File: src/rtl/dma_req_ctrl.sv
module dma_req_ctrl #(
  parameter int CNT_W      = 11,
  parameter int HOLD_BYTES = 64,
  parameter int RX_WM0     = 16,
  parameter int RX_WM1     = 64,
  parameter int RX_WM2     = 112,
  parameter int TX_WM0     = 16,
  parameter int TX_WM1     = 64,
  parameter int TX_WM2     = 108
) (
  input  logic             clk,
  input  logic             rst_n,
  input  logic [CNT_W-1:0] rx_count,
  input  logic             rx_wr,
  input  logic             frame_start,
  input  logic             frame_end,
  input  logic             frame_ok,
  input  logic [CNT_W-1:0] tx_space,
  input  logic             full_duplex,
  input  logic             runt_accept,
  input  logic [1:0]       rx_wm_sel,
  input  logic [1:0]       tx_wm_sel,
  output logic             rx_dma_req,
  output logic             tx_dma_req
);
  localparam int FC_W = $clog2(HOLD_BYTES + 1);

  logic [CNT_W-1:0] rx_wm, tx_wm;
  logic [FC_W-1:0]  fcnt;
  logic             hold_q, pend_q;
  logic             strict, fcnt_full, hold, pend_live;

  always_comb begin
    case (rx_wm_sel)
      2'd0:    rx_wm = CNT_W'(RX_WM0);
      2'd2:    rx_wm = CNT_W'(RX_WM2);
      default: rx_wm = CNT_W'(RX_WM1);
    endcase
    case (tx_wm_sel)
      2'd0:    tx_wm = CNT_W'(TX_WM0);
      2'd2:    tx_wm = CNT_W'(TX_WM2);
      default: tx_wm = CNT_W'(TX_WM1);
    endcase
  end

  assign strict    = !full_duplex && !runt_accept;
  assign fcnt_full = (fcnt == FC_W'(HOLD_BYTES));
  assign hold      = strict && hold_q && !fcnt_full;
  assign pend_live = pend_q && (rx_count != '0);

  always_ff @(posedge clk) begin
    if (!rst_n) begin
      fcnt       <= '0;
      hold_q     <= 1'b0;
      pend_q     <= 1'b0;
      rx_dma_req <= 1'b0;
      tx_dma_req <= 1'b0;
    end else begin
      if (frame_start) begin
        fcnt   <= '0;
        hold_q <= 1'b1;
      end else if (rx_wr && !fcnt_full) begin
        fcnt <= fcnt + 1'b1;
      end
      if (frame_end && frame_ok && (!strict || fcnt_full))
        pend_q <= 1'b1;
      else if (rx_count == '0)
        pend_q <= 1'b0;
      rx_dma_req <= pend_live || (!hold && rx_count >= rx_wm);
      tx_dma_req <= tx_space >= tx_wm;
    end
  end

  // outputs low in the cycle following a reset edge
  a_r1_reset_quiet: assert property (@(posedge clk)
    !rst_n |=> !rx_dma_req && !tx_dma_req);

  // large free space always requests, tiny free space never does
  a_r2_tx_high: assert property (@(posedge clk) disable iff (!rst_n)
    tx_space >= CNT_W'(TX_WM2) |=> tx_dma_req);
  a_r2_tx_low: assert property (@(posedge clk) disable iff (!rst_n)
    tx_space < CNT_W'(TX_WM0) |=> !tx_dma_req);

  // relaxed mode, fill above every watermark must request
  a_r4_relaxed_fill: assert property (@(posedge clk) disable iff (!rst_n)
    (!strict && rx_count >= CNT_W'(RX_WM2)) |=> rx_dma_req);

  // an empty receive FIFO never leaves a request standing
  a_r9_empty_drop: assert property (@(posedge clk) disable iff (!rst_n)
    rx_count == '0 |=> !rx_dma_req);

  // a fresh strict-mode frame with nothing pending cannot request
  a_r6_hold_blocks: assert property (@(posedge clk) disable iff (!rst_n)
    (strict && hold && !pend_live) |=> !rx_dma_req);
endmodule

File: config.mk
export PLATFORM = sky130hd
export DESIGN_NAME = dma_req_ctrl
export DESIGN_NICKNAME = d
export VERILOG_FILES = /design/src/rtl/dma_req_ctrl.sv
export SDC_FILE = /design/constraint.sdc
export NUM_CORES = 1
export LEC_CHECK = 0
export BUFFER_PORTS_ARGS = -buffer_cell sky130_fd_sc_hd__buf_2
export CORE_MARGIN = 2
export CORE_UTILIZATION = 49
export CTS_BUF_LIST = sky130_fd_sc_hd__clkbuf_8
export CTS_CLUSTER_DIAMETER = 40
export DETAILED_ROUTE_END_ITERATION = 12
export PLACE_DENSITY = 0.83
export RECOVER_POWER = 25
export SYNTH_ARGS = -nofsm -noshare
export SYNTH_HDL_FRONTEND = slang
export SYNTH_SLANG_ARGS = --single-unit
export TNS_END_PERCENT = 50
File: constraint.sdc
create_clock -name clk -period 3.3 [get_ports clk]
set_input_delay 0.825 -clock clk [delete_from_list [all_inputs] [get_ports clk]]
set_output_delay 0.825 -clock clk [all_outputs]
set_load 0.005 [all_outputs]
==> run metrics <==
Leakage about 0.47 nW; cts repair resizes 0; first-pass GRT wire length approximately 2800 um; overall routing resource usage between 20% and 30%; Power Density 348 nW/um^2; Port Buffers 35; slowest stage delay, CP between 400 and 500 ps; CP Max Fanout 3; IO Count 36; synthesized area approximately 700 um^2; Final Non-Filler Cells 135; worst hold slack 468 ps; dpl cells approximately 130; Avg Inst Size Synth roughly 8.7 um^2; Worst setup SP type input pin; setup repair after global routing missed its margin false; core box area 1320 um^2; Fillers 91; CP Cell Sequence buf_2 -> nand2b_1 -> inv_1 -> ha_1 -> or3b_2 -> a21boi_0 -> o2111ai_1 -> a21boi_0; Worst Setup End Kind flip-flop; Setup CP Type input pin to flip-flop; Routed Antenna Nets 0; largest net degree at the start of global routing 8; Worst slew margin 75.3%; Ant. Diodes 0; Req. time, crit path roughly 3500 ps; FF/Latch Area 220 um^2; Syn-to-layout area delta 33.4%; Die W around 42 um; leading cell types in the layout, fill and taps excluded buf_2, dfxtp_1, inv_1, ha_1, nor2_1; DR pass1 iterations 4; Bufs and invs on worst path 2; chip height 42.0 um; peak supply drop a little over 300 uV; DR vias/cell approximately 5.3; CTS Hold Bufs 0; layout cell share with drive strength beyond 1 between 30% and 40%; CTS tree done; CTS Sinks 11; Hold Path Class flip-flop to flip-flop; cells after synthesis 81; total gr overflow 0; nets@finish roughly 170; MaxCap Viol Count 0; CTS buffer count 3; status completed; flops & latches, synth 11; Seq/Total Area, Yosys 31.1%; setup bufs post-CTS 0; Initial Util between 50% and 60%; Row Count 13; CP max-delay cell or3b_2; endpoints failing setup 0; Final Max Tran Viols 0; CP delay by family, top simple AND/OR/NAND/NOR gates; root buf cell clkbuf_8; First DRT Iteration DRCs 6; final weighted congestion in routability-driven placement around 0.78; Worst Skew around 4.0 ps; TNS Setup 0 ps; vias in the first global route approximately 670; period utilization between 60% and 70%; vias 711; antenna violations before repair 0; syn_nets 125; CTS H-tree lvls 1; clock-pin slew on the worst setup and hold paths roughly 50 ps; drt drc 0; worst-case clock buffer depth 2; Critical Path AT 2340 ps; Routed wire per std cell approximately 11 um; Final Hold Fails 0; post-synth cell types 29; Worst path most repeated cell a21boi_0; worst skew pair latency ~240 ps; Detailed Place HPWL between 1000 and 1500 um; commonest non-fill, non-tap cell in the layout buf_2; Peak Freq approximately 460 MHz; post-route minimum period between 2000 and 2500 ps; DRT Wirelength between 1500 and 2000 um; worst slew pin tran 368 ps; yosys warns 0; die area 1770 um^2; multi-input logic area approximately 450 um^2
==> routing by layer <==
layer  track usage [%]  share of wire, %  wire (um)
met4              7.50               1.6         24
met2              37.2                50        770
met1              22.7                41        636
met5                 0                 0          0
met3              7.76               7.0        108
==> cell type report <==
class	count	share of cell area [%]
multi-input combinational	61	48.1
clock inverter	1	0.397
clock buffer	3	4.37
inverter	9	3.58
tap	15	1.99
sequential	11	23.3
timing repair buffer	35	18.3
==> cell usage after synthesis (all sizes together) <==
master / instances / share of area (%)
nor2: 9 / 4.8
or3b: 1 / 1.2
o21a: 1 / 1.1
or4b: 1 / 1.9
o211ai: 1 / 1.1
nor3: 1 / 0.71
or4: 1 / 1.1
o2111ai: 1 / 1.2
inv: 9 / 4.8
nand4: 4 / 3.5
xor2: 5 / 6.2
o21ai: 5 / 4.1
a211oi: 1 / 1.1
nand2b: 3 / 2.7
a21boi: 2 / 2.1
nor4: 2 / 1.8
nand2: 3 / 1.6
xnor2: 1 / 1.2
or2: 1 / 0.88
dfxtp: 11 / 31
ha: 10 / 18
nor2b: 2 / 1.8
a31oi: 2 / 1.8
mux2i: 1 / 1.4
a21o: 1 / 1.1
and4b: 1 / 1.4
and3: 1 / 0.88
==> where the power goes <==
group          switching, mW  internal [mW]
Combinational         0.0254         0.0315
Sequential           0.00202          0.138
Clock                 0.0507         0.0817
Total                 0.0781          0.251
==> state kept, by name (all words and copies together) (netlist names) <==
register,cells
pend_q,1
tx_dma_req,1
hold_q,1
fcnt,7
rx_dma_req,1
==> stage by stage <==
stage | area, um^2 | setup slack (ps) | util [%] | total power [mW]
floorplan | 708 | 1150 | - | 0.170
global placement | 902 | 1020 | 68.5 | 0.197
detailed placement | 902 | 871 | 68.5 | 0.200
CTS | 947 | 1110 | 71.9 | 0.331
global route | 945 | 947 | 71.7 | 0.347
finish | 945 | 1120 | 71.7 | 0.329
==> worst paths after layout <==
path	from	end	slack, ps	cells past startpoint
hold / removal	hold_q	hold_q	470	1
setup reg to reg	fcnt[0]	fcnt[2]	1650	6
hold reg to reg	hold_q	hold_q	470	1
setup / recovery	tx_wm_sel[0]	tx_dma_req	1120	8
==> kinds of logic after synthesis <==
family,count (synthesis),share of synthesized area [%]
xor gates and xnor gates,6,7.42
buffers and inverters,9,4.77
AOI/OAI and AO/OA,14,13.4
adders and majority gates,10,17.7
and+or+nand+nor,30,24.2
muxes,1,1.41
DFF,11,31.1
(Power assumes the default switching activity.)
